<file path="config.mk">
export PLATFORM = sky130hd
export DESIGN_NAME = hd_ln_crc_insert
export DESIGN_NICKNAME = d
export VERILOG_FILES = /design/src/rtl/hdins_pkg.sv /design/src/rtl/hdins_trs_detect.sv /design/src/rtl/hdins_crc18.sv /design/src/rtl/hdins_slot_mux.sv /design/src/rtl/hd_ln_crc_insert.sv
export SDC_FILE = /design/constraint.sdc
export NUM_CORES = 1
export LEC_CHECK = 0
export ABC_AREA = 1
export BUFFER_PORTS_ARGS = -buffer_cell sky130_fd_sc_hd__buf_4
export CORE_MARGIN = 5
export CORE_UTILIZATION = 54
export CTS_CLUSTER_DIAMETER = 200
export DETAILED_ROUTE_END_ITERATION = 8
export MAX_ROUTING_LAYER = met4
export PLACE_DENSITY_LB_ADDON = 0.1
export SYNTH_ARGS = -nofsm -noshare
export SYNTH_HDL_FRONTEND = slang
export SYNTH_SLANG_ARGS = --single-unit
</file>
<file path="constraint.sdc">
create_clock -name clk -period 1.9 [get_ports clk]
set_clock_uncertainty 0.05 [all_clocks]
set_input_delay 0.475 -clock clk [delete_from_list [all_inputs] [get_ports clk]]
set_output_delay 0.475 -clock clk [all_outputs]
set_load 0.005 [all_outputs]
</file>
<file path="src/rtl/hdins_pkg.sv">
package hdins_pkg;
  localparam int WORD_W = 10;
  localparam int LN_W   = 11;
  localparam int CRC_W  = 18;
  localparam int LN_LO  = 7;

  typedef enum logic [2:0] {
    K_PASS = 3'd0,
    K_LN0  = 3'd1,
    K_LN1  = 3'd2,
    K_CRC0 = 3'd3,
    K_CRC1 = 3'd4
  } slot_e;

  // reflected taps for x^18 + x^5 + x^4 + 1
  localparam logic [CRC_W-1:0] CRC_TAPS =
    (CRC_W'(1) << (CRC_W-1)) | (CRC_W'(1) << (CRC_W-1-4)) | (CRC_W'(1) << (CRC_W-1-5));

  function automatic logic [CRC_W-1:0] crc_step(input logic [CRC_W-1:0] cur,
                                                input logic [WORD_W-1:0] w);
    logic [CRC_W-1:0] acc;
    logic fb;
    acc = cur;
    for (int b = 0; b < WORD_W; b++) begin
      fb  = acc[0] ^ w[b];
      acc = (acc >> 1) ^ (fb ? CRC_TAPS : '0);
    end
    return acc;
  endfunction
endpackage

</file>
<file path="src/rtl/hdins_trs_detect.sv">
module hdins_trs_detect #(
  parameter int W = 10
) (
  input  logic         clk,
  input  logic         rst,
  input  logic         adv,
  input  logic [W-1:0] word,
  output logic         end_ref,
  output logic         start_ref
);
  logic [W-1:0] h1, h2, h3;
  logic         prefix;

  always_ff @(posedge clk) begin
    if (rst) begin
      h1 <= '0;
      h2 <= '0;
      h3 <= '0;
    end else if (adv) begin
      h3 <= h2;
      h2 <= h1;
      h1 <= word;
    end
  end

  assign prefix    = (h3 == {W{1'b1}}) && (h2 == '0) && (h1 == '0);
  assign end_ref   = prefix &&  word[6];
  assign start_ref = prefix && !word[6];
endmodule

</file>
<file path="src/rtl/hdins_crc18.sv">
module hdins_crc18
  import hdins_pkg::*;
(
  input  logic              clk,
  input  logic              rst,
  input  logic              adv,
  input  logic              clear,
  input  logic              en,
  input  logic [WORD_W-1:0] word,
  output logic [CRC_W-1:0]  crc
);
  always_ff @(posedge clk) begin
    if (rst)
      crc <= '0;
    else if (adv) begin
      if (clear)
        crc <= '0;
      else if (en)
        crc <= crc_step(crc, word);
    end
  end
endmodule

</file>
<file path="src/rtl/hdins_slot_mux.sv">
module hdins_slot_mux
  import hdins_pkg::*;
(
  input  slot_e             slot,
  input  logic [WORD_W-1:0] in_word,
  input  logic [LN_W-1:0]   ln,
  input  logic [CRC_W-1:0]  crc,
  output logic [WORD_W-1:0] out_word
);
  localparam int HALF = CRC_W / 2;

  always_comb begin
    unique case (slot)
      K_LN0:   out_word = {~ln[LN_LO-1], ln[LN_LO-1:0], 2'b00};
      K_LN1:   out_word = {1'b1, 3'b000, ln[LN_W-1:LN_LO], 2'b00};
      K_CRC0:  out_word = {~crc[HALF-1], crc[HALF-1:0]};
      K_CRC1:  out_word = {~crc[CRC_W-1], crc[CRC_W-1:HALF]};
      default: out_word = in_word;
    endcase
  end
endmodule

</file>
<file path="src/rtl/hd_ln_crc_insert.sv">
module hd_ln_crc_insert
  import hdins_pkg::*;
(
  input  logic              clk,
  input  logic              rst,
  input  logic              in_valid,
  output logic              in_ready,
  input  logic [WORD_W-1:0] in_y,
  input  logic [WORD_W-1:0] in_c,
  input  logic [LN_W-1:0]   in_ln,
  output logic              out_valid,
  input  logic              out_ready,
  output logic [WORD_W-1:0] out_y,
  output logic [WORD_W-1:0] out_c
);
  localparam int NCH = 2;

  logic              acc;
  slot_e             slot_q, out_kind;
  logic [LN_W-1:0]   ln_q;
  logic              crc_en_q;
  logic              end_both, start_both;
  logic [NCH-1:0]    end_ch, start_ch;
  logic [WORD_W-1:0] ch_in  [NCH];
  logic [WORD_W-1:0] ch_out [NCH];
  logic [CRC_W-1:0]  ch_crc [NCH];
  logic              crc_clear, crc_feed;

  assign in_ready   = !out_valid || out_ready;
  assign acc        = in_valid && in_ready;
  assign ch_in[0]   = in_y;
  assign ch_in[1]   = in_c;
  assign end_both   = &end_ch;
  assign start_both = &start_ch;
  assign crc_clear  = (slot_q == K_PASS) && start_both;
  assign crc_feed   = crc_en_q && (slot_q == K_PASS || slot_q == K_LN0 || slot_q == K_LN1);

  for (genvar g = 0; g < NCH; g++) begin : g_ch
    hdins_trs_detect #(.W(WORD_W)) u_det (
      .clk(clk), .rst(rst), .adv(acc), .word(ch_in[g]),
      .end_ref(end_ch[g]), .start_ref(start_ch[g])
    );
    hdins_slot_mux u_mux (
      .slot(slot_q), .in_word(ch_in[g]), .ln(ln_q), .crc(ch_crc[g]),
      .out_word(ch_out[g])
    );
    hdins_crc18 u_crc (
      .clk(clk), .rst(rst), .adv(acc), .clear(crc_clear), .en(crc_feed),
      .word(ch_out[g]), .crc(ch_crc[g])
    );
  end

  always_ff @(posedge clk) begin
    if (rst) begin
      slot_q   <= K_PASS;
      ln_q     <= '0;
      crc_en_q <= 1'b0;
    end else if (acc) begin
      unique case (slot_q)
        K_PASS: begin
          if (end_both) begin
            slot_q <= K_LN0;
            ln_q   <= in_ln;
          end
          if (start_both) crc_en_q <= 1'b1;
        end
        K_LN0:  slot_q <= K_LN1;
        K_LN1: begin
          slot_q   <= K_CRC0;
          crc_en_q <= 1'b0;
        end
        K_CRC0: slot_q <= K_CRC1;
        default: slot_q <= K_PASS;
      endcase
    end
  end

  always_ff @(posedge clk) begin
    if (rst) begin
      out_valid <= 1'b0;
      out_y     <= '0;
      out_c     <= '0;
      out_kind  <= K_PASS;
    end else if (acc) begin
      out_valid <= 1'b1;
      out_y     <= ch_out[0];
      out_c     <= ch_out[1];
      out_kind  <= slot_q;
    end else if (out_ready) begin
      out_valid <= 1'b0;
    end
  end


  rst_idle_chk: assert property (@(posedge clk) rst |=> !out_valid);


  stall_hold_chk: assert property (@(posedge clk) disable iff (rst)
    out_valid && !out_ready |=> out_valid && $stable(out_y) && $stable(out_c));


  crc_guard_bit_chk: assert property (@(posedge clk) disable iff (rst)
    out_valid && (out_kind == K_CRC0 || out_kind == K_CRC1)
      |-> (out_y[9] != out_y[8]) && (out_c[9] != out_c[8]));


  span_end_chk: assert property (@(posedge clk) disable iff (rst)
    acc && slot_q == K_LN1 |=> !crc_en_q);


  no_insert_chk: assert property (@(posedge clk) disable iff (rst)
    acc && slot_q == K_PASS && !(end_ch[0] && end_ch[1]) |=> slot_q == K_PASS);


  ln1_guard_chk: assert property (@(posedge clk) disable iff (rst)
    out_valid && out_kind == K_LN1 |-> out_y[9] && !out_y[8] && out_y[1:0] == 2'b00);
endmodule

</file>
==> results.yml, run 1 <==
run_status:
  status: "finished with violations"
  violations: "negative setup slack"
finish:
  areaGrowthSynthToFinish_pct: 41.1
  multi_input_area_um2: 4230
  antenna_cells: 0
  fin_nets: 1213
  ff_latch_area_um2: 2650
  drive_gt1_share_pct: 33.7
  fill_cells: 892
power_and_ir_drop:
  p_leak_nw: 4.21
  p_int_mw: 5.98
  p_sw_mw: 2.41
  power.total_mw: 8.40
  pwr-share-clk_pct: 41.0
  ir_drop_mv: 0.713
  power.density_nw_per_um2: 893
  seq_power_share_pct: 35.8
  combinationalPowerShare_pct: 23.2
  switching_share_pct: 28.8
clock_tree:
  clk_pin_slew_ns: 0.06
  hold_buffers: 0
  cts_buffer_depth: 2
  cts_tree: "built"
  htree_num_levels: 4
  insertion_delay_ns: 0.43
  cts.sinks: 132
  clock_tree.root_cell: "clkbuf_16"
  cts_inserted_buffers: 17
setup_path:
  r2r.worst_path.cells: 13
  crit_path_end_kind: "flop"
  cp.arrival_ns: 2.24
  worst-r2r-setup-slack_ns: -0.11
  path_depth: 13
  worstPathRequired_ns: 2.13
  critical_path_peak_fanout: 8
  reg2reg_from: "slot_q[2]"
  crit_type: "flop to flop"
  path_buf_inv: 3
  cpLargestDelayFamily: "simple AND/OR/NAND/NOR gates"
  r2r_end: "g_ch[0].u_crc.crc[3]"
  cp-start-kind: "flop"
  critPathSlowestCell: "dfxtp_4"
  path_cells: "inv_1 > nand2_1 > o21ai_2 > nand2_4 > buf_12 > buf_6 > nand2_4 > nand2_4 > nand2_4 > nand2_4 > or2_1 > nand3_1 > a21oi_1"
  cpPeakStageDelay_ns: 0.39
  critPathMostFrequentCell: "nand2_4"
synth:
  synth_area_leaders: "dfxtp_1 (40%), nand2_1 (14%), nor2_1 (10%)"
  synth_ff_type: "dfxtp_1"
  yosys_warnings: 0
  yosys.area.top_type: "dfxtp_1"
  ys_async_sr_fraction_pct: 0
  synth.cell_area_um2: 6670
  ys_seq_area_share_pct: 39.6
  avgSynthCellArea_um2: 6.40
  syn_inst: 1042
  yosysMostFrequentCell: "nand2_1"
  synth_nets: 1077
  ys_ff_latch: 132
  netlist.area_leader.share_pct: 39.6
  synth-edff-count: 0
  ys_types: 27
  synthTopCellsByCount: "nand2_1 (251), nor2_1 (184), dfxtp_1 (132)"
drt:
  ant_nets: 0
  wl_per_cell_um: 15.9
  vias: 7399
  drc: 0
  vias_per_cell: 5.45
  wirelength_um: 21600
  drtPass1Iterations: 6
  drt_iter0_markers: 864
global_routing:
  track_usage_pct: 28.9
  grt_pass1_vias: 6634
  grt_max_degree: 108
  grt_pass1_wl_um: 32700
  gr-total-overflow: 0
  antenna_found_initial: 0
sta:
  setup_viol: 18
  worstMarginPinSlew_ns: 0.476
  fin_crit_sh_pct: 106
  fin_crit_ns: 2.01
  finalMaxSlewViolations: 0
  maxSlewHeadroom_pct: 68.3
  finalHoldViolCount: 0
  fmax_mhz: 498
  rsz0062_at_grt: "yes"
  worst_slack_ns: -0.107
die:
  die_w_um: 121
  rows: 40
  coreArea_um2: 12100
  start_util_pct: 55.3
  dieArea_um2: 14700
  die_y_um: 121
  io_pins: 57
placement:
  dpl.hpwl_um: 13900
  place.gp.congestion: 0.954
  portBuffers: 56
  pre_cts_ws_ns: -0.382
min_path:
  holdPathStages: 3
  min_to: "ln_q[7]"
  hold_class: "input port to flop"
  min_from: "in_ln[7]"
run:
  max_cap_viol_count: 0
-- area by class of cell --
class | instances | area share (%)
Multi-Input combinational cell | 784 | 45.0
Sequential cell | 132 | 28.2
Timing Repair Buffer | 168 | 15.1
Clock buffer | 22 | 4.83
Inverter | 75 | 3.02
Tap cell | 168 | 2.23
Clock inverter | 9 | 1.64
-- timing repair --
item                       in CTS  in global routing
setup endpoints to repair      52                 50
resized for setup              99                148
setup buffers                  16                 10
hold endpoints to repair        0                  0
gates cloned                    0                  1
pin swaps                      27                 54
-- power by group through the flow --
stage          combinational (mW)  sequential, mW  clock [mW]
2_1_floorplan               0.877            3.04           0
5_1_grt                      2.11            3.02        3.58
3_3_place_gp                 1.44            3.06           0
4_1_cts                      1.64            3.00        3.46
3_5_place_dp                 1.45            3.06           0
6_report                     1.95            3.00        3.45
-- state kept, by name (all words and copies together), names as in the netlist, 3 cells and up --
name and cells:
g_ch.u_det.h2 20, slot_q 3, g_ch.u_det.h1 20, ln_q 11
g_ch.u_crc.crc 36, out_c 10, g_ch.u_det.h3 20, out_y 10
-- kinds of logic (layout without fill, tap and decap cells) --
group | count (synthesis) | in the layout | synth area share (%)
AOI/OAI and AO/OA | 174 | 174 | 13.3
buffers and inverters | 126 | 274 | 7.79
DFF | 132 | 132 | 39.6
and+or+nand+nor | 607 | 607 | 38.9
xor gates and xnor gates | 3 | 3 | 0.394
-- worst max-delay path by stage --
stage          startpoint                    end  slack [ns]
2_1_floorplan   out_ready   g_ch[1].u_crc.crc[3]        0.02
6_report        slot_q[2]   g_ch[0].u_crc.crc[3]       -0.11
4_1_cts         slot_q[1]  g_ch[1].u_crc.crc[11]       -0.03
5_1_grt         slot_q[2]   g_ch[0].u_crc.crc[3]       -0.19
3_3_place_gp    slot_q[2]  g_ch[0].u_crc.crc[10]       -0.35
3_5_place_dp    slot_q[1]  g_ch[1].u_crc.crc[11]       -0.38
-- stage by stage --
step	area, um^2	TNS (ns)	hold slack, ns	std cells	utilization (%)
after floorplan	6670	0	0.380	1042	-
after global placement	7760	-7.64	0.394	1300	64.4
after detailed placement	7760	-9.49	0.397	1300	64.4
after CTS	8780	-0.106	0.213	1347	72.8
after global routing	9410	-4.18	0.221	1358	78.0
final	9410	-0.865	0.222	1358	78.0
-- layer usage --
layer	track usage [%]	vias to the layer above	wire, um
met5	-	-	0
met4	8.57	0	448
met3	5.45	49	1490
met2	44.9	282	10300
met1	38.6	3433	9360
li1	-	3635	-
-- worst register-to-register path, cell delays in order, from the launching register on --
cell and delay, ns:
dfxtp_4 0.39, inv_1 0.15, nand2_1 0.13, o21ai_2 0.10, nand2_4 0.10, buf_12 0.16, buf_6 0.13, nand2_4 0.07
nand2_4 0.07, nand2_4 0.07, nand2_4 0.07, or2_1 0.22, nand3_1 0.07, a21oi_1 0.08
-- cells in the final DEF, fill, tap and decap left out, drive strengths merged, types with 4 or more instances in the layout --
cell type  count
nand3        127
dfxtp        132
nand2        279
o21ai        101
nor2         187
nand4         11
buf          168
a21oi         68
clkbuf        22
inv           75
bufinv         4
No activity file was read; power rests on OpenSTA's default activity.
==> run 2, diff against run 1 <==
--- a/config.mk
+++ b/config.mk
@@ -8,7 +8,7 @@
 export ABC_AREA = 1
 export BUFFER_PORTS_ARGS = -buffer_cell sky130_fd_sc_hd__buf_4
 export CORE_MARGIN = 5
-export CORE_UTILIZATION = 54
+export CORE_UTILIZATION = 60
 export CTS_CLUSTER_DIAMETER = 200
 export DETAILED_ROUTE_END_ITERATION = 8
 export MAX_ROUTING_LAYER = met4
==> constraint.sdc (replaced) <==
create_clock -name clk -period 2.06 [get_ports clk]
set_clock_uncertainty 0.05 [all_clocks]
set_input_delay 0.515 -clock clk [delete_from_list [all_inputs] [get_ports clk]]
set_output_delay 0.515 -clock clk [all_outputs]
set_load 0.005 [all_outputs]
==> results.yml, run 2 (synthesized netlist as in run 1, its figures left out) <==
die:
  rows: 38
  io_pins: 57
  coreArea_um2: 10900
  die_y_um: 115
  die_w_um: 115
  dieArea_um2: 13300
  start_util_pct: 61.2
sta:
  worstMarginPinSlew_ns: 0.481
  setup_viol: 0
  worst_slack_ns: 0.0460
  fin_crit_sh_pct: 97.8
  rsz0062_at_grt: "yes"
  fmax_mhz: 497
  tns_ns: 0
  finalHoldViolCount: 0
  fin_crit_ns: 2.01
  finalMaxSlewViolations: 0
  maxSlewHeadroom_pct: 67.9
clock_tree:
  cts_buffer_depth: 2
  cts_inserted_buffers: 17
  cts.sinks: 132
  cts_tree: "built"
  insertion_delay_ns: 0.54
  clk_pin_slew_ns: 0.06
  clock_tree.root_cell: "clkbuf_8"
  htree_num_levels: 4
finish:
  fin_nets: 1176
  post-route-util_pct: 78.8
  areaGrowthSynthToFinish_pct: 28.7
  layout_commonest_cell: "nand2_1"
  largest_register_ffs: 36
  antenna_cells: 0
  final_cell_mix: "nand2_1 (187), nor2_1 (174), dfxtp_1 (129)"
  regMostFlops: "g_ch.u_crc.crc"
  drive_gt1_share_pct: 24.9
drt:
  ant_nets: 0
  drtPass1Iterations: 8
  vias: 7234
  wirelength_um: 20000
  wl_per_cell_um: 15.5
  drc: 0
  drt_iter0_markers: 754
  vias_per_cell: 5.60
placement:
  place.gp.congestion: 0.973
  pre_cts_ws_ns: -0.145
  portBuffers: 56
  dpl.hpwl_um: 13200
global_routing:
  grt_pass1_wl_um: 30800
  track_usage_pct: 30.3
  antenna_found_initial: 0
  grt_pass1_vias: 6436
  grt_max_degree: 108
  gr-total-overflow: 0
setup_path:
  r2r.worst_path.cells: 18
  cp.arrival_ns: 2.40
  cp-start-kind: "flop"
  crit_path_end_kind: "flop"
  critical_path_peak_fanout: 6
  crit_type: "flop to flop"
  worstPathRequired_ns: 2.44
power_and_ir_drop:
  ir_drop_mv: 0.825
  power.density_nw_per_um2: 833
  p_leak_nw: 3.89
run_status:
  status: "complete, no violations"
min_path:
  hold_class: "input port to flop"
  holdPathStages: 3
run:
  max_cap_viol_count: 0
run 2: metal layers:
layer / wire, um / vias to the layer above / GRT usage [%]
li1: - / 3560 / -
met1: 8470 / 3314 / 38.3
met2: 9290 / 317 / 47.1
met3: 1690 / 43 / 7.95
met4: 554 / 0 / 10.4
met5: 0 / - / -
run 2: worst paths after layout:
path                           end  slack, ns           startpoint
min                        ln_q[7]       0.16             in_ln[7]
max reg2reg  g_ch[1].u_crc.crc[12]       0.05            slot_q[0]
min reg2reg    g_ch[0].u_det.h3[9]       0.40  g_ch[0].u_det.h3[9]
max          g_ch[1].u_crc.crc[12]       0.05            slot_q[0]
run 2: layout make-up:
| type | count | area [um^2] |
|---|---|---|
| clock buffer | 21 | 449 |
| clock inverter | 9 | 106 |
| fill | 828 | 2310 |
| inverter | 75 | 282 |
| multi-input combinational | 784 | 3820 |
| sequential | 132 | 2650 |
| tap | 140 | 175 |
| timing repair buffer | 131 | 1090 |
run 2: critical path: stages, from the launching register on:
cell	delay (ns)
dfxtp_4	0.37
buf_6	0.12
nand2_4	0.07
nor2_4	0.05
inv_2	0.06
nand2_2	0.06
nor2_4	0.19
clkbuf_16	0.20
nand2_2	0.06
nand2_1	0.07
nand2_1	0.07
nand2_2	0.13
inv_2	0.06
nand2_1	0.07
nand2_2	0.06
nand2_1	0.06
nand3_1	0.06
nand2_1	0.05
inv_1	0.03
run 2: stage by stage:
step	hold slack [ns]	cell area, um^2	total power [mW]	cells
6_report	0.157	8580	7.15	1292
5_1_grt	0.155	8580	7.45	1292
4_1_cts	0.139	8150	6.97	1282
3_5_place_dp	0.397	7560	4.09	1250
3_3_place_gp	0.395	7560	4.07	1250
2_1_floorplan	0.380	6670	3.61	1042
run 2: where the power goes:
group          switching (mW)  internal, mW  leakage, nW
clock                    1.11          1.77        0.266
sequential             0.0818          2.69         1.08
combinational           0.876         0.625         2.54
total                    2.07          5.08         3.89
run 2: repair_timing:
action | CTS | global route
hold buffers | 0 | 0
cloned | 0 | 2
pin swaps | 2 | 28
setup endpoints to repair | 25 | 32
buffers inserted | 2 | 8
resized for setup | 5 | 115
